`config.mk`:
```
export PLATFORM = sky130hd
export DESIGN_NAME = line_mode_seq
export DESIGN_NICKNAME = d
export VERILOG_FILES = /design/src/rtl/lms_pkg.sv /design/src/rtl/lms_tick.sv /design/src/rtl/lms_debounce.sv /design/src/rtl/lms_ring_phase.sv /design/src/rtl/line_mode_seq.sv
export SDC_FILE = /design/constraint.sdc
export NUM_CORES = 1
export LEC_CHECK = 0
export ABC_AREA = 1
export BUFFER_PORTS_ARGS = -buffer_cell sky130_fd_sc_hd__buf_2
export CELL_PAD_IN_SITES_DETAIL_PLACEMENT = 1
export CELL_PAD_IN_SITES_GLOBAL_PLACEMENT = 1
export CORE_MARGIN = 2
export CORE_UTILIZATION = 46
export DETAILED_ROUTE_END_ITERATION = 7
export GPL_TIMING_DRIVEN = 0
export HOLD_SLACK_MARGIN = 0.08
export PLACE_DENSITY_LB_ADDON = 0.2
export SYNTH_ARGS = -nofsm -noshare
export SYNTH_HDL_FRONTEND = slang
export SYNTH_SLANG_ARGS = --single-unit
```
`constraint.sdc`:
```
create_clock -name clk -period 9.4 [get_ports clk]
set_clock_uncertainty 0.15 [all_clocks]
set_input_delay 1.88 -clock clk [delete_from_list [all_inputs] [get_ports clk]]
set_output_delay 1.88 -clock clk [all_outputs]
set_load 0.01 [all_outputs]
```
`src/rtl/lms_pkg.sv`:
```
package lms_pkg;

  typedef enum logic [2:0] {
    ST_HIZ,
    ST_ACT,
    ST_BURST,
    ST_PAUSE,
    ST_HALT
  } lms_state_e;

  localparam logic [1:0] CMD_IDLE = 2'd0;
  localparam logic [1:0] CMD_TALK = 2'd1;
  localparam logic [1:0] CMD_RING = 2'd2;
  localparam logic [1:0] CMD_POL  = 2'd3;

  // a count has reached its limit when count+1 meets it; a zero limit acts as one
  function automatic logic at_limit(input logic [31:0] cnt, input logic [31:0] lim);
    logic [31:0] l;
    l = (lim == 32'd0) ? 32'd1 : lim;
    return (cnt + 32'd1) >= l;
  endfunction

  // pin code {pwr, b0, b1, b2} for a state
  function automatic logic [3:0] mode_pins(input lms_state_e st, input logic rev,
                                           input logic ph, input logic ovl);
    logic [3:0] p;
    if (ovl) p = 4'b0000;
    else begin
      case (st)
        ST_HIZ:            p = 4'b1000;
        ST_ACT:            p = {3'b101, rev};
        ST_BURST, ST_HALT: p = {3'b110, ph};
        ST_PAUSE:          p = 4'b1010;
        default:           p = 4'b0000;
      endcase
    end
    return p;
  endfunction

endpackage

```
`src/rtl/lms_tick.sv`:
```
module lms_tick #(
  parameter int CLK_PER_TICK = 250000
) (
  input  logic clk,
  input  logic rst_n,
  input  logic en,
  input  logic restart,
  output logic tick
);
  localparam int CW = (CLK_PER_TICK > 1) ? $clog2(CLK_PER_TICK) : 1;
  localparam logic [CW-1:0] LAST = CW'(CLK_PER_TICK - 1);

  logic [CW-1:0] cnt;

  assign tick = en && (cnt == LAST);

  always_ff @(posedge clk or negedge rst_n) begin
    if (!rst_n)       cnt <= '0;
    else if (restart) cnt <= '0;
    else if (en)      cnt <= tick ? '0 : cnt + CW'(1);
  end
endmodule

```
`src/rtl/lms_debounce.sv`:
```
module lms_debounce
  import lms_pkg::*;
#(
  parameter int TW = 16
) (
  input  logic          clk,
  input  logic          rst_n,
  input  logic          det_n,
  input  logic          tick,
  input  logic [TW-1:0] lim,
  output logic          lvl,
  output logic          rise,
  output logic          fall
);
  logic s1, s2;
  logic [TW-1:0] cnt;
  logic raw_off;

  assign raw_off = ~s2;

  always_ff @(posedge clk or negedge rst_n) begin
    if (!rst_n) begin
      s1 <= 1'b1; s2 <= 1'b1;
      lvl <= 1'b0; rise <= 1'b0; fall <= 1'b0;
      cnt <= '0;
    end else begin
      s1 <= det_n;
      s2 <= s1;
      rise <= 1'b0;
      fall <= 1'b0;
      if (raw_off == lvl) cnt <= '0;
      else if (tick) begin
        if (at_limit(32'(cnt), 32'(lim))) begin
          lvl  <= raw_off;
          rise <= raw_off;
          fall <= ~raw_off;
          cnt  <= '0;
        end else cnt <= cnt + TW'(1);
      end
    end
  end
endmodule

```
`src/rtl/lms_ring_phase.sv`:
```
module lms_ring_phase
  import lms_pkg::*;
#(
  parameter int TW = 16
) (
  input  logic          clk,
  input  logic          rst_n,
  input  logic          clear,
  input  logic          adv,
  input  logic [TW-1:0] half,
  output logic          ph
);
  logic [TW-1:0] cnt;

  always_ff @(posedge clk or negedge rst_n) begin
    if (!rst_n) begin
      cnt <= '0; ph <= 1'b0;
    end else if (clear) begin
      cnt <= '0; ph <= 1'b0;
    end else if (adv) begin
      if (at_limit(32'(cnt), 32'(half))) begin
        cnt <= '0;
        ph  <= ~ph;
      end else cnt <= cnt + TW'(1);
    end
  end
endmodule

```
`src/rtl/line_mode_seq.sv`:
```
module line_mode_seq
  import lms_pkg::*;
#(
  parameter int CLK_PER_TICK = 250000,
  parameter int TW = 16
) (
  input  logic          clk,
  input  logic          rst_n,
  input  logic          det_n,
  input  logic          therm_ovl,
  input  logic          cmd_valid,
  input  logic [1:0]    cmd_code,
  input  logic          cmd_rev,
  input  logic [TW-1:0] cfg_half,
  input  logic [TW-1:0] cfg_burst,
  input  logic [TW-1:0] cfg_pause,
  input  logic [TW-1:0] cfg_debounce,
  input  logic [TW-1:0] cfg_blank,
  input  logic [TW-1:0] cfg_idle,
  output logic          mpin_pd,
  output logic          mpin_b0,
  output logic          mpin_b1,
  output logic          mpin_b2,
  output logic          hook_off,
  output logic          evt_off,
  output logic          evt_on,
  output logic          evt_trip,
  output logic          err_reject
);
  lms_state_e st, st_nxt;
  logic rev, rev_nxt;
  logic ovl_s1, ovl_s;
  logic run, tick_w, restart, cmd_take, trip_now, rej_now;
  logic rise_w, fall_w, ph, ring_adv, ring_clr, blank_ok, first_burst;
  logic [TW-1:0] dcnt, blank_cnt;

  always_ff @(posedge clk or negedge rst_n) begin
    if (!rst_n) begin ovl_s1 <= 1'b0; ovl_s <= 1'b0; end
    else begin ovl_s1 <= therm_ovl; ovl_s <= ovl_s1; end
  end

  assign run      = ~ovl_s;
  assign cmd_take = run && cmd_valid;
  assign blank_ok = !first_burst || (blank_cnt >= cfg_blank);

  always_comb begin
    st_nxt = st; rev_nxt = rev; trip_now = 1'b0; rej_now = 1'b0;
    if (cmd_take) begin
      case (cmd_code)
        CMD_IDLE: begin st_nxt = ST_HIZ; rev_nxt = 1'b0; end
        CMD_TALK: begin st_nxt = ST_ACT; rev_nxt = 1'b0; end
        CMD_RING: if (hook_off) rej_now = 1'b1; else st_nxt = ST_BURST;
        default:  if (st == ST_ACT) rev_nxt = cmd_rev;
      endcase
    end else if (run) begin
      case (st)
        ST_ACT:
          if (tick_w && !hook_off && at_limit(32'(dcnt), 32'(cfg_idle))) st_nxt = ST_HIZ;
        ST_BURST:
          if (hook_off && blank_ok) begin st_nxt = ST_HALT; trip_now = 1'b1; end
          else if (tick_w && at_limit(32'(dcnt), 32'(cfg_burst))) st_nxt = ST_PAUSE;
        ST_PAUSE:
          if (hook_off) begin st_nxt = ST_ACT; rev_nxt = 1'b0; end
          else if (tick_w && at_limit(32'(dcnt), 32'(cfg_pause))) st_nxt = ST_BURST;
        ST_HALT:
          if (tick_w) begin st_nxt = ST_ACT; rev_nxt = 1'b0; end
        default: ;
      endcase
    end
  end

  assign restart  = cmd_take || (st_nxt != st);
  assign ring_adv = tick_w && (st == ST_BURST) && (st_nxt == ST_BURST);
  assign ring_clr = (st != ST_BURST) && (st != ST_HALT);

  lms_tick #(.CLK_PER_TICK(CLK_PER_TICK)) u_tick (
    .clk(clk), .rst_n(rst_n), .en(run), .restart(restart), .tick(tick_w)
  );

  lms_debounce #(.TW(TW)) u_deb (
    .clk(clk), .rst_n(rst_n), .det_n(det_n), .tick(tick_w), .lim(cfg_debounce),
    .lvl(hook_off), .rise(rise_w), .fall(fall_w)
  );

  lms_ring_phase #(.TW(TW)) u_ring (
    .clk(clk), .rst_n(rst_n), .clear(ring_clr), .adv(ring_adv), .half(cfg_half), .ph(ph)
  );

  always_ff @(posedge clk or negedge rst_n) begin
    if (!rst_n) begin
      st <= ST_HIZ; rev <= 1'b0; dcnt <= '0; blank_cnt <= '0; first_burst <= 1'b0;
      evt_trip <= 1'b0; err_reject <= 1'b0;
    end else begin
      st <= st_nxt;
      rev <= rev_nxt;
      evt_trip <= trip_now;
      err_reject <= rej_now;
      if (restart || (st == ST_ACT && hook_off)) dcnt <= '0;
      else if (tick_w && dcnt != '1) dcnt <= dcnt + TW'(1);
      if (cmd_take && cmd_code == CMD_RING && !hook_off) begin
        blank_cnt <= '0; first_burst <= 1'b1;
      end else if (st == ST_PAUSE) first_burst <= 1'b0;
      else if (st == ST_BURST && tick_w && blank_cnt < cfg_blank) blank_cnt <= blank_cnt + TW'(1);
    end
  end

  assign {mpin_pd, mpin_b0, mpin_b1, mpin_b2} = mode_pins(st, rev, ph, ovl_s);
  assign evt_off = rise_w && (st != ST_BURST) && (st != ST_HALT);
  assign evt_on  = fall_w;
endmodule

```
[Word level (Yosys, flattened, before mapping)]
Cells that the tools add are included.
Operators by class
  add/sub/neg operators: 8
  magnitude comparators: 7
  eq/ne operators: 20
  muxes and demuxes: 57
  bitwise gates (word level): 4
  reductions and logical operators: 42
Operators with widths (number)
  16-bit 2-to-1 mux: 16
  16-bit logical NOT: 5
  16-bit by 1-bit adder with 16-bit output (second input constant): 4
  32-bit by 16-bit >= comparator with 1-bit output: 2
  32-bit >= comparator: 2
  18-bit 2-to-1 mux: 3
  16-bit by 1-bit adder with 17-bit output (second input constant): 3
  3-bit 2-to-1 mux: 9
  1-bit 2-to-1 mux: 23
  18-bit by 1-bit adder with 18-bit output (second input constant): 1
  18-bit equality test (second input constant): 1
  17-bit by 16-bit >= comparator with 1-bit output: 1
  1-bit logical AND: 17
  16-bit >= comparator: 1
  16-bit less-than comparator: 1
  16-bit inequality test (second input constant): 1
  4-bit one-hot mux with 4 select lines: 1
  3-bit one-hot mux with 4 select lines: 1
  2-bit nonzero test: 6
  3-bit by 2-bit equality test with 1-bit output (second input constant): 3
  3-bit by 2-bit inequality test with 1-bit output (second input constant): 3
  3-bit one-hot mux with 3 select lines: 1
  3-bit inequality test (second input constant): 2
  6-bit AND reduction: 1
  19 further kinds: 30
Storage, ports and cells
  bits in registers: 97
  logic and storage cells: 156

[Logic depth before layout (Yosys ltp)]
Gate-level depths: netlist of the first run.
  word-level depth: 13
  gate-level depth with buffers: 28
  depth with buffers taken out: 28

[Hierarchy]
Synthesis of the first run repeated with hierarchy kept, for this count alone.
Second synthesis, totals
  cells, all modules: 1221
  area total of the unflattened synthesis: 8684.6 um2
Modules (own cells, without submodules)
  line_mode_seq: times used 1, cells each 629, area each 4393.0 um2, seq. area each 1026.0 um2
  lms_debounce: times used 1, cells each 233, area each 1677.9 um2, seq. area each 528.0 um2
  lms_ring_phase: times used 1, cells each 204, area each 1497.7 um2, seq. area each 425.4 um2
  lms_tick: times used 1, cells each 155, area each 1116.1 um2, seq. area each 450.4 um2

[Worst setup path after synthesis of the first run]
Ideal clock, no wire load.
  kind: in2reg
  from: input cfg_burst[8]
  to: register u_ring.cnt[2]
  arrival: 3.632 ns
  path slack: 5.500 ns
  stages: 22
  buffers on the path: 0
  cell sequence: nor4_1 > a41o_1 > ha_1 > inv_1 > nand2_1 > nand2_1 > nand2_1 > nand2_1 > nand2_1 > nand2_1 > nand2_1 > nand4_1 > nand2_1 > nand2_1 > nand2_1 > nand4_1 > nand2_2 > nand3_1 > nand2_2 > inv_1 > nand2_1 > nand2_1
On the way
  cells in the longest elaborated chain, start to end: 12
RTL lines
  start, declared: RTL line line_mode_seq.sv:15  | input logic [TW-1:0] cfg_burst,
  16-bit logical NOT: RTL line lms_pkg.sv:19  | l = (lim == 32'd0) ? 32'd1 : lim;
  16-bit 2-to-1 mux *: RTL line lms_pkg.sv:19
  32-bit by 16-bit >= comparator with 1-bit output *: RTL line lms_pkg.sv:20  | return (cnt + 32'd1) >= l;
  1-bit logical AND *: RTL line line_mode_seq.sv:61  | else if (tick_w && at_limit(32'(dcnt), 32'(cfg_burst))) st_nxt = ST_PAUSE;
  3-bit 2-to-1 mux *: RTL line line_mode_seq.sv:61
  3-bit 2-to-1 mux *: RTL line line_mode_seq.sv:60  | if (hook_off && blank_ok) begin st_nxt = ST_HALT; trip_now = 1'b1; end
  3-bit one-hot mux with 4 select lines *: RTL line line_mode_seq.sv:56  | case (st)
  3-bit 2-to-1 mux *: RTL line line_mode_seq.sv:55  | end else if (run) begin
  3-bit 2-to-1 mux *: RTL line line_mode_seq.sv:48  | if (cmd_take) begin
  3-bit by 2-bit equality test with 1-bit output *: RTL line line_mode_seq.sv:73  | assign ring_adv = tick_w && (st == ST_BURST) && (st_nxt == ST_BURST);
  1-bit logical AND *: RTL line line_mode_seq.sv:73
  2-bit nonzero test (no source line) *
  end signal, assigned: RTL line lms_ring_phase.sv:24  | end else cnt <= cnt + TW'(1);
  end, declared: RTL line lms_ring_phase.sv:13  | logic [TW-1:0] cnt;
Mark *: on every way between the ends. The rest lies on a longest branch, timed or not.
A chain may end at the register's enable or synchronous reset.

[Final worst setup path of the first run]
  from: input cfg_idle[12]
  to: register u_ring.cnt[0]
On the way
  cells in the longest elaborated chain, start to end: 11
RTL lines
  start, declared: RTL line line_mode_seq.sv:19  | input logic [TW-1:0] cfg_idle,
  16-bit logical NOT: RTL line lms_pkg.sv:19
  16-bit 2-to-1 mux *: RTL line lms_pkg.sv:19
  32-bit by 16-bit >= comparator with 1-bit output *: RTL line lms_pkg.sv:20
  1-bit logical AND *: RTL line line_mode_seq.sv:58  | if (tick_w && !hook_off && at_limit(32'(dcnt), 32'(cfg_idle))) st_nxt = ST_HIZ;
  3-bit 2-to-1 mux *: RTL line line_mode_seq.sv:58
  3-bit one-hot mux with 4 select lines *: RTL line line_mode_seq.sv:56
  3-bit 2-to-1 mux *: RTL line line_mode_seq.sv:55
  3-bit 2-to-1 mux *: RTL line line_mode_seq.sv:48
  3-bit by 2-bit equality test with 1-bit output *: RTL line line_mode_seq.sv:73
  1-bit logical AND *: RTL line line_mode_seq.sv:73
  2-bit nonzero test (no source line) *
Marks and branches as above.

==> summary.md, run 1 <==
• run status: complete, but fails checks
• failing checks: DRC
• port buffer count: 112
• most used standard cells in the synthesized netlist: 245 x sky130_fd_sc_hd__inv_1, 242 x sky130_fd_sc_hd__nand2_1, 101 x sky130_fd_sc_hd__ha_1
• detailed-placement wirelength estimate: 18710 um
• predominant post-synthesis flop cell: sky130_fd_sc_hd__dfrtp_1
• Worst Setup Path Type: in -> reg
• worst hold path startpoint: u_deb.s1$_DFF_PN1_
• number of filler cells placed in the layout: 2398
• final layout net count: 1520
• DRC violation total after the first TritonRoute iteration: 288
• cell with the largest stage delay on the worst path: sky130_fd_sc_hd__nor4_1
• count of cells resized by post-cts repair: 0
• flop2flop setup slack: 5050 ps
• Remaining Overflow, GRT: 0
• DR pass1 iterations: 8
• worst relative slew slack: 55.24%
• antenna violations before repair: 0
• total wire length: 23150 um
• root buffer selected by CTS: sky130_fd_sc_hd__clkbuf_16
• number of buffers added by the clock tree synthesis step: 9
• number of I/O pins: 113
• cell with the most instances on the worst path: sky130_fd_sc_hd__nand2_1
• post-place setup slack: 4484 ps
• hold-fix buffer count after cts: 0
• Hold Violations, Final: 0
• fraction of final layout cells with drive strength greater than 1: 15.45%
• post-CTS setup-driven buffer insertion count: 0
• via count of the first global-routing pass: 8370
• post-synthesis sequential area ratio: 28.50%
• Final Critical Period: 4549 ps
• Area growth syn-to-layout: 13.50%
• cell count of the worst hold path: 0
• Yosys top cell by area: sky130_fd_sc_hd__dfrtp_1
• dominant cell by count in the synthesized netlist: sky130_fd_sc_hd__inv_1
• R2R depth: 28
• final number of max-transition violations: 0
• Reg clk slew, reported paths: 70 ps
• Tot GR Track Use: 24.50%
• multi-input combinational cell area: 0.005044 mm2
• largest cells by area after synthesis: sky130_fd_sc_hd__dfrtp_1 28%, sky130_fd_sc_hd__ha_1 15%, sky130_fd_sc_hd__inv_1 11%
• worst path bufs/invs: 2
• Total Neg Setup Slack: 0 ps
• via-per-instance ratio: 5.210
• delay of the slowest critical-path stage: 520 ps
• worst endpoint data arrival time: 4640 ps
• RR Startpoint: dcnt[0]$_DFFE_PN0P_
• GP Congestion: 0.8443
• Mapped Nets: 1396
• number of DRC violations after detailed routing: 8
• die area: 0.01964 mm2
• clock network latency to the later pin of the worst-skew pair: 350 ps
• number of antenna repair diodes: 0
• Yosys top cell area share: 27.89%
• highest clock frequency the design can meet: 219.8 MHz
• count of clock tree sinks: 97
• die boundary width: 140.1 um
• post-synthesis async set-or-reset flop share: 100.0%
• Routed Antenna Nets: 0
• maximum number of pins on one net before global-route repair: 68
• slew at the pin closest to its max-slew limit: 669.2 ps
• area inside the core boundary: 0.01809 mm2
• cell family with most CP delay: simple AND/OR/NAND/NOR gates
• Vias: 8070
• Routed wire per std cell: 14.94 um
• Initial Util: 47.13%
• Die Span Y: 140.1 um
• post-layout instance count excluding filler cells: 1549
• count of max-cap constraint violations: 0
• CP required: 9490 ps
• Yosys warnings: 0
• class of the worst hold path: reg -> reg
• setup repair after global routing missed its margin: false
• register bit count reported by yosys: 97
• Sequential Area: 0.002430 mm2
• crit start category: input port
• largest vdd supply drop: 0.1039 mV
• endpoint of the worst-slack reg-to-reg timing path: u_ring.cnt[0]$_DFFE_PN0P_
• maximum net fanout on the critical path: 9
• placed insts: 1533
• EDFF count, synth: 0
• mean instance size in the synthesized netlist: 7.157 um2
• Distinct cells, synth: 54
• count of H-tree levels built during CTS: 3
• Pleak: 5.333 nW
• post-synthesis instance area: 0.008524 mm2
• areal power density over the cells: 119.3 mW/mm2
• setup violators final: 0
• final setup margin: 4851 ps
• number of cells produced by synthesis: 1191
• Max Root-Sink Buffers: 2
• crit end category: flop
• TritonCTS clock tree: yes
• fin crit share: 48.39%
• global-route wire length before repair: 39500 um
• list of cells traversed by the critical path: buf_2 > nor4_1 > a41o_1 > ha_1 > nand3_1 > nor3_1 > nand2_1 > nand4_1 > nand2_1 > nand2_1 > nand4_1 > nand2_2 > nand3_1 > nand2_2 > inv_1 > nand2_1 > nand2_1
• number of cell rows: 49
• Worst Hold End: u_deb.s2$_DFF_PN1_
[registers in the layout, summed over array words and instances (netlist names), 3 cells and up]
signal      cells
u_ring.cnt     16
blank_cnt      16
u_deb.cnt      16
u_tick.cnt     18
dcnt           16
st              3
[cell type report]
class	count	share of cell area [%]
plain buffers	14	1.009
clock buffers	11	2.509
well taps	229	2.961
flip-flops and latches	97	25.11
repair buffers	113	6.104
clock inverters	5	0.3233
inverters	254	9.854
multi-input cells	826	52.13
[metrics by stage]
stage	area [um2]	power, mW	util, %	hold WS, ps
after floorplan	8524	0.6918	-	181.2
after global placement	9371	0.7995	51.82	194.1
after detailed placement	9402	0.8159	51.98	199.6
after CTS	9676	1.170	53.50	211.4
after global routing	9676	1.221	53.50	212.3
final	9676	1.154	53.50	209.6
[placed cells by master (no fill, tap or decap), types with 23 or more instances in the layout]
master                      n
sky130_fd_sc_hd__nand2_1  242
sky130_fd_sc_hd__xor2_1    40
sky130_fd_sc_hd__o21ai_0   45
sky130_fd_sc_hd__nand3_1   49
sky130_fd_sc_hd__ha_1     101
sky130_fd_sc_hd__nor4_1    23
sky130_fd_sc_hd__nor2_1    98
sky130_fd_sc_hd__a21oi_1   63
sky130_fd_sc_hd__dfrtp_1   95
sky130_fd_sc_hd__buf_2    111
sky130_fd_sc_hd__inv_1    245
[where the power goes]
group          switching [mW]  total (mW)  internal [mW]
Clock                   0.164       0.351          0.186
Combinational           0.233       0.351          0.118
Sequential             0.0208       0.453          0.432
[per-layer routing]
layer / share of wire [%] / routed length [um] / global-route usage (%) / vias up
met5: 0 / 0 / 0 / -
met4: 1.2 / 269 / 4.944 / 0
met3: 2.4 / 566 / 3.214 / 19
met2: 50 / 11680 / 44.31 / 93
met1: 46 / 10630 / 31.51 / 3873
li1: - / - / - / 4085
[worst reg2reg max path, delay by kind of cell, from the launching register on]
| kind | cells | cell delay [ps] |
|---|---|---|
| AOI/OAI and AO/OA | 1 | 110 |
| DFF | 1 | 520 |
| and+or+nand+nor | 21 | 2320 |
| xor gates and xnor gates | 1 | 400 |
| buffers and inverters | 4 | 410 |
| adders and majority gates | 1 | 330 |
[worst max-delay path by stage]
stage,start,endpoint,slack [ps],cells after the start
after floorplan,cfg_burst[8],u_ring.cnt[2]$_DFFE_PN0P_,5500,22
after global placement,cfg_idle[12],u_ring.cnt[2]$_DFFE_PN0P_,4520,17
after detailed placement,cfg_idle[12],u_ring.cnt[0]$_DFFE_PN0P_,4480,17
after CTS,cfg_idle[12],u_ring.cnt[0]$_DFFE_PN0P_,4810,17
after global routing,dcnt[0]$_DFFE_PN0P_,u_ring.cnt[8]$_DFFE_PN0P_,4630,25
final,cfg_idle[12],u_ring.cnt[0]$_DFFE_PN0P_,4850,17
[cell families (layout without fill, tap and decap cells)]
group	Yosys count	after routing	share of synthesized area, %
AOI/OAI and AO/OA	163	163	11.24
and+or+nand+nor	515	515	28.17
adders and majority gates	101	101	14.82
DFF	97	97	28.50
muxes	7	7	0.8220
buffers and inverters	268	397	12.33
xor gates and xnor gates	40	40	4.110
(Power assumes the default switching activity.)
==> inputs of run 2 (changes only) <==
--- a/config.mk
+++ b/config.mk
@@ -10,7 +10,7 @@
 export CELL_PAD_IN_SITES_DETAIL_PLACEMENT = 1
 export CELL_PAD_IN_SITES_GLOBAL_PLACEMENT = 1
 export CORE_MARGIN = 2
-export CORE_UTILIZATION = 46
+export CORE_UTILIZATION = 39
 export DETAILED_ROUTE_END_ITERATION = 7
 export GPL_TIMING_DRIVEN = 0
 export HOLD_SLACK_MARGIN = 0.08
==> constraint.sdc (replaced) <==
create_clock -name clk -period 3.7 [get_ports clk]
set_clock_uncertainty 0.15 [all_clocks]
set_input_delay 0.74 -clock clk [delete_from_list [all_inputs] [get_ports clk]]
set_output_delay 0.74 -clock clk [all_outputs]
set_load 0.01 [all_outputs]
==> run 2 against run 1 <==
  * The run ends with setup timing left
  * Critical path depth up 8
  * Non-clock buffer count up 49
  * Utilization down 3.6 points
  * Flip-flop and latch count unchanged
  * Routed wire length up 4.0%
  * Die area up 17%
  * Sequential share of layout area down 2.6 points
  * Cell area up 11%
  * Final cell count up 6.5%
  * Register-to-register slack worse by 5200 ps
  * Count of clock-buffer cells in the layout unchanged
  * Via count up 1.6%
  * Critical endpoint is now dcnt[8]$_DFFE_PN0P_
==> summary.md, run 2 (synthesis results as in run 1) <==
• combinational power share: 34.8%, +4.4 points
• areal power density over the cells: 317.9 mW/mm2, +170%
• global-route wire length before repair: 40340 um, +2.1%
• crit end category: flop
• root buffer selected by CTS: sky130_fd_sc_hd__clkbuf_16
• final layout net count: 1569, +3.2%
• flop2flop setup slack: -100 ps, -5150 ps
• Routed wire per std cell: 14.59 um, -2.3%
• delay of the slowest critical-path stage: 420 ps, -100 ps
• cell with the largest stage delay on the worst path: sky130_fd_sc_hd__dfrtp_2
• instance area at placement: 0.009465 mm2, +0.68%
• die area: 0.02306 mm2, +17%
• Routed Antenna Nets: 0, unchanged
• setup violators final: 41, +41
• Internal Dissipation: 2.261 mW, +210%
• worst path bufs/invs: 4, +2
• highest clock frequency the design can meet: 262.8 MHz
• net switching power: 1.169 mW, +180%
• antenna violations before repair: 0, unchanged
• run status: complete, but fails checks
• RR Startpoint: dcnt[0]$_DFFE_PN0P_
• Total Neg Setup Slack: -2664 ps, -2664 ps
• register share of total power: 33.5%, -5.7 points
• met1 track utilization from global routing: 27.11%, -4.4 points
• final number of max-transition violations: 0, unchanged
• Worst Setup Path Type: reg -> reg
• Largest register FFs: 18, unchanged
• end-of-flow core utilization: 49.90%, -3.6 points
• commonest non-fill, non-tap cells in the layout: 239 x sky130_fd_sc_hd__inv_1, 234 x sky130_fd_sc_hd__nand2_1, 111 x sky130_fd_sc_hd__buf_2
• Initial Util: 39.43%, -7.7 points
• Max Root-Sink Buffers: 2, unchanged
• Die Span Y: 151.8 um, +8.4%
• Tot GR Track Use: 20.82%, -3.7 points
• setup repair after global routing missed its margin: true
• area inside the core boundary: 0.02162 mm2, +20%
• peak-usage layer in the global routing report: met2
• maximum net fanout on the critical path: 5, -4
• cell family with most CP delay: simple AND/OR/NAND/NOR gates
• GR Layer Usage met3: 2.681%, -0.53 points
• Reg clk slew, reported paths: 70 ps, about the same
• most flop-heavy register: u_tick.cnt
• detailed-placement wirelength estimate: 18620 um, -0.48%
• total wire length: 24060 um, +4.0%
• count of max-cap constraint violations: 0, unchanged
• count of clock tree sinks: 97, unchanged
• maximum number of pins on one net before global-route repair: 67, -1.5%
• class of the worst hold path: in -> async
• Hold Violations, Final: 0, unchanged
• number of DRC violations after detailed routing: 0, -8
• crit start category: flop
• die boundary width: 151.8 um, +8.4%
• hold-fix buffer count after cts: 0, unchanged
• hold slack final: 176.5 ps, -33.02 ps
• failing checks: setup timing
• R2R depth: 25, -11%
• Pleak: 5.740 nW, +7.6%
• most frequent standard cell in the layout excluding fill and tap cells: sky130_fd_sc_hd__inv_1
• DR pass1 iterations: 4, -4
• worst endpoint data arrival time: 3940 ps, -700 ps
• endpoint of the worst-slack reg-to-reg timing path: dcnt[8]$_DFFE_PN0P_
• DRC violation total after the first TritonRoute iteration: 256, -11%
• largest vdd supply drop: 0.2853 mV, +170%
• clock network latency to the later pin of the worst-skew pair: 350 ps, about the same
• met2 Resource Use GR: 36.55%, -7.8 points
• number of antenna repair diodes: 0, unchanged
• GP Congestion: 0.8226, -2.6%
• port buffer count: 112, unchanged
• post-place setup slack: -631.8 ps, -5115 ps
• final setup margin: -104.6 ps, -4956 ps
• fin crit share: 102.8%
• Area growth syn-to-layout: 26.55%
• clock share of power: 31.7%, +1.3 points
• final design instance area without fill: 0.01079 mm2, +11%
• TritonCTS clock tree: yes
• slew at the pin closest to its max-slew limit: 675.9 ps, +6.761 ps
• cell with the most instances on the worst path: sky130_fd_sc_hd__nand2_1
• CP required: 3830 ps, -5660 ps
• switching portion of total power: 34.07%, -2.1 points
• Final Critical Period: 3805 ps
• via-per-instance ratio: 4.971, -4.6%
• Remaining Overflow, GRT: 0, unchanged
• worst relative slew slack: 54.94%, -0.30 points
• number of buffers added by the clock tree synthesis step: 9, unchanged
• Vias: 8198, +1.6%
• fraction of final layout cells with drive strength greater than 1: 24.03%, +8.6 points
• via count of the first global-routing pass: 8659, +3.5%
• count of H-tree levels built during CTS: 3, unchanged
• number of I/O pins: 113, unchanged
• number of cell rows: 54, +10%
[run 2: cell types whose count changed in the layout (fill, tap and decap cells not counted), moves of 8 or more]
cell | previous run | this run
sky130_fd_sc_hd__xor2_1 | 40 | 32
sky130_fd_sc_hd__nand3_1 | 49 | 41
sky130_fd_sc_hd__nor2_4 | 3 | 20
sky130_fd_sc_hd__a21oi_2 | 5 | 15
sky130_fd_sc_hd__nor2_1 | 98 | 83
sky130_fd_sc_hd__buf_4 | 1 | 43
sky130_fd_sc_hd__nand2_1 | 242 | 234
sky130_fd_sc_hd__a21oi_1 | 63 | 53
[run 2: what timing repair did]
item / CTS / global route
pin swaps: 18 / 25
cloned: 0 / 2
buffers inserted: 26 / 21
setup endpoints to repair: 71 / 68
resized for setup: 40 / 79
[run 2: cell type report]
cell class / instances / area, um2
clock inverter: 5 / 102.6
buffer: 14 / 118.9
inverter: 254 / 957.2
fill: 2783 / 10830
sequential: 97 / 2431
tap: 280 / 350.3
multi-input combinational: 826 / 5564
clock buffer: 11 / 242.7
timing repair buffer: 162 / 1021
[run 2: how the worst max path moves through the flow]
stage / cells after the start / endpoint / slack [ps] / from
after detailed placement: 28 / u_ring.cnt[7]$_DFFE_PN0P_ / -630 / dcnt[0]$_DFFE_PN0P_
after global placement: 28 / u_ring.cnt[1]$_DFFE_PN0P_ / -570 / dcnt[0]$_DFFE_PN0P_
after global routing: 28 / dcnt[8]$_DFFE_PN0P_ / -360 / dcnt[1]$_DFFE_PN0P_
after CTS: 28 / u_ring.cnt[7]$_DFFE_PN0P_ / -6 / dcnt[1]$_DFFE_PN0P_
final: 25 / dcnt[8]$_DFFE_PN0P_ / -100 / dcnt[0]$_DFFE_PN0P_
after floorplan: 28 / u_ring.cnt[2]$_DFFE_PN0P_ / 310 / dcnt[0]$_DFFE_PN0P_
[run 2: routing by layer]
| metal | wire, um | vias up |
|---|---|---|
| met5 | 0 | - |
| met4 | 382 | 0 |
| met3 | 549 | 21 |
| met2 | 11830 | 83 |
| met1 | 11300 | 3914 |
| li1 | - | 4180 |
[run 2: through the flow]
| stage | instances | total power [mW] |
|---|---|---|
| after CTS | 1626 | 3.332 |
| after global placement | 1583 | 2.038 |
| after global routing | 1649 | 3.627 |
| after detailed placement | 1584 | 2.067 |
| final | 1649 | 3.430 |
| after floorplan | 1191 | 1.758 |
[run 2: worst reg2reg max path, delay by kind of cell (launching register included)]
| kind | cells | cell delay, ps |
|---|---|---|
| DFF | 1 | 420 |
| xor gates and xnor gates | 1 | 280 |
| AOI/OAI and AO/OA | 1 | 140 |
| buffers and inverters | 4 | 480 |
| and+or+nand+nor | 17 | 1750 |
| adders and majority gates | 2 | 520 |
[run 2: power groups by stage]
stage	clock [mW]	combinational, mW	sequential, mW
3_3_place_gp	0	0.869	1.17
4_1_cts	1.12	1.06	1.15
6_report	1.09	1.19	1.15
3_5_place_dp	0	0.896	1.17
5_1_grt	1.16	1.31	1.16
2_1_floorplan	0	0.600	1.16
==> inputs of run 3 (changes only) <==
--- a/config.mk
+++ b/config.mk
@@ -10,7 +10,7 @@
 export CELL_PAD_IN_SITES_DETAIL_PLACEMENT = 1
 export CELL_PAD_IN_SITES_GLOBAL_PLACEMENT = 1
 export CORE_MARGIN = 2
-export CORE_UTILIZATION = 39
+export CORE_UTILIZATION = 46
 export DETAILED_ROUTE_END_ITERATION = 7
 export GPL_TIMING_DRIVEN = 0
 export HOLD_SLACK_MARGIN = 0.08
==> constraint.sdc (replaced) <==
create_clock -name clk -period 4.61 [get_ports clk]
set_clock_uncertainty 0.15 [all_clocks]
set_input_delay 0.922 -clock clk [delete_from_list [all_inputs] [get_ports clk]]
set_output_delay 0.922 -clock clk [all_outputs]
set_load 0.01 [all_outputs]
==> run 3 against run 2 <==
  * Critical path depth decreased by 9
  * Clock power decreased by 34%
  * Worst setup slack gained 550 ps
  * Via count fell by 1.5%
  * Combinational power down 40%
  * Non-clock buffer count decreased by 49
  * Final cell count down 6.1%
  * The run ends with DRC left
  * Routed wire length decreased by 3.9%
  * Critical endpoint is now u_deb.cnt[15]$_DFFE_PN0P_
  * Maximum frequency is 8.7% lower
==> summary.md, run 3 (synthesis results as in run 1) <==
• die area: 0.01964 mm2, -15%
• final number of max-transition violations: 0, unchanged
• Remaining Overflow, GRT: 0, unchanged
• global-route wire length before repair: 39500 um, -2.1%
• Hold Violations, Final: 0, unchanged
• Worst Setup Path Type: reg -> reg
• failing checks: DRC
• Initial Util: 47.13%, +7.7 points
• Routed Antenna Nets: 0, unchanged
• maximum net fanout on the critical path: 10, +5
• most flop-heavy register: u_tick.cnt
• via count of the first global-routing pass: 8370, -3.3%
• Max Root-Sink Buffers: 2, unchanged
• worst relative slew slack: 59.63%, +4.7 points
• Tot GR Track Use: 24.50%, +3.7 points
• TritonCTS clock tree: yes
• port buffer count: 112, unchanged
• areal power density over the cells: 243.3 mW/mm2, -23%
• Die Span Y: 140.1 um, -7.7%
• number of antenna repair diodes: 0, unchanged
• area inside the core boundary: 0.01809 mm2, -16%
• fraction of final layout cells with drive strength greater than 1: 15.61%, -8.4 points
• Routed wire per std cell: 14.94 um, +2.4%
• class of the worst hold path: reg -> reg
• antenna violations before repair: 0, unchanged
• CP required: 4730 ps, +900 ps
• power after layout: 2.357 mW, -31%
• clock network latency to the later pin of the worst-skew pair: 350 ps, about the same
• crit end category: flop
• Reg clk slew, reported paths: 70 ps, about the same
• root buffer selected by CTS: sky130_fd_sc_hd__clkbuf_16
• Vias: 8079, -1.5%
• setup violators final: 0, -100%
• maximum number of pins on one net before global-route repair: 68, +1.5%
• setup repair after global routing missed its margin: false
• Pleak: 5.331 nW, -7.1%
• final layout net count: 1520, -3.1%
• die boundary width: 140.1 um, -7.7%
• count of clock tree sinks: 97, unchanged
• count of max-cap constraint violations: 0, unchanged
• number of buffers added by the clock tree synthesis step: 9, unchanged
• largest vdd supply drop: 0.2118 mV, -26%
• Area growth syn-to-layout: 13.61%
• GP Congestion: 0.8443, +2.6%
• number of cell rows: 49, -9.3%
• crit start category: flop
• slew at the pin closest to its max-slew limit: 603.6 ps, -72.37 ps
• via-per-instance ratio: 5.216, +4.9%
• count of H-tree levels built during CTS: 3, unchanged
• run status: complete, but fails checks
• post-CTS setup-driven buffer insertion count: 0, -100%
• number of DRC violations after detailed routing: 8, +8
• total wire length: 23140 um, -3.9%
• most frequent standard cell in the layout excluding fill and tap cells: sky130_fd_sc_hd__inv_1
• commonest non-fill, non-tap cells in the layout: 245 x sky130_fd_sc_hd__inv_1, 242 x sky130_fd_sc_hd__nand2_1, 111 x sky130_fd_sc_hd__buf_2
• DR pass1 iterations: 6, +2
• Largest register FFs: 18, unchanged
• Final Critical Period: 4167 ps, +362.3 ps
• highest clock frequency the design can meet: 240.0 MHz, -8.7%
• DRC violation total after the first TritonRoute iteration: 284, +11%
• placed insts: 1533, -3.2%
• post-layout instance count excluding filler cells: 1549, -6.1%
• number of I/O pins: 113, unchanged
• Total Neg Setup Slack: 0 ps, +2664 ps
• worst endpoint data arrival time: 4280 ps, +340 ps
• fin crit share: 90.39%, -12 points
• detailed-placement wirelength estimate: 18710 um, +0.48%
[run 3: changes by cell type in the layout (fill, tap and decap cells not counted), sizes merged]
cell,change
clkinv,+3
clkbuf,-2
clkinvlp,-1
inv,+1
bufinv,-3
buf,-47
[run 3: final cells by class]
type	instances	area, um2
Fill cell	2396	8402
Multi-Input combinational cell	826	5051
Sequential cell	97	2431
Inverter	254	953.4
Timing Repair Buffer	113	590.6
Tap cell	229	286.5
Clock buffer	11	242.7
Buffer	14	97.59
Clock inverter	5	31.28
[run 3: timing repair]
action,in CTS,in global routing
hold buffers,0,0
resized for setup,0,2
setup endpoints to repair,0,27
[run 3: worst paths after layout]
| path | depth (start not counted) | slack [ps] | end | startpoint |
|---|---|---|---|---|
| worst max-delay path | 16 | 440 | u_deb.cnt[15]$_DFFE_PN0P_ | u_deb.cnt[0]$_DFFE_PN0P_ |
| worst min-delay path | 0 | 210 | u_deb.s2$_DFF_PN1_ | u_deb.s1$_DFF_PN1_ |
| worst max register to register | 16 | 440 | u_deb.cnt[15]$_DFFE_PN0P_ | u_deb.cnt[0]$_DFFE_PN0P_ |
| worst min register to register | 0 | 210 | u_deb.s2$_DFF_PN1_ | u_deb.s1$_DFF_PN1_ |
| max in group asynchronous | 2 | 3240 | dcnt[0]$_DFFE_PN0P_ | rst_n |
| min in group asynchronous | 1 | 360 | u_ring.cnt[6]$_DFFE_PN0P_ | rst_n |
[run 3: layer usage]
| metal | GRT usage [%] | routed length [um] | part of all wire, % | up-vias |
|---|---|---|---|---|
| li1 | - | - | - | 4084 |
| met1 | 31.51 | 10610 | 46 | 3878 |
| met2 | 44.31 | 11670 | 50 | 96 |
| met3 | 3.214 | 568 | 2.5 | 21 |
| met4 | 4.944 | 281 | 1.2 | 0 |
| met5 | 0 | 0 | 0 | - |
[run 3: report_power, final]
| part | switching [mW] | internal, mW |
|---|---|---|
| sequential | 0.0426 | 0.881 |
| combinational | 0.475 | 0.242 |
| clock | 0.337 | 0.379 |
| total | 0.855 | 1.50 |
[run 3: through the flow]
step                      util (%)  cell area (um2)  hold slack [ps]  setup WS (ps)
final                        53.55             9684            209.6          443.0
after global routing         53.55             9684            212.3         0.7225
after CTS                    53.50             9676            211.4          289.6
after detailed placement     51.98             9402            199.6          353.3
after global placement       51.82             9371            194.1          410.2
after floorplan                  -             8524            181.2           1223
[run 3: worst max-delay path, stage by stage, from the launching register on]
cell                        delay, ps
sky130_fd_sc_hd__dfrtp_1          430
sky130_fd_sc_hd__nand3_1          140
sky130_fd_sc_hd__nor3_1           290
sky130_fd_sc_hd__nand3_1          210
sky130_fd_sc_hd__nor4_1           260
sky130_fd_sc_hd__nand4_1          190
sky130_fd_sc_hd__nor2_1           160
sky130_fd_sc_hd__xor2_1           220
sky130_fd_sc_hd__inv_1             70
sky130_fd_sc_hd__ha_1             330
sky130_fd_sc_hd__nand4_1          130
sky130_fd_sc_hd__a21oi_1           60
sky130_fd_sc_hd__a2111oi_0        460
sky130_fd_sc_hd__o211ai_1         280
sky130_fd_sc_hd__nand3b_2         370
sky130_fd_sc_hd__buf_6            190
sky130_fd_sc_hd__o22ai_1          130
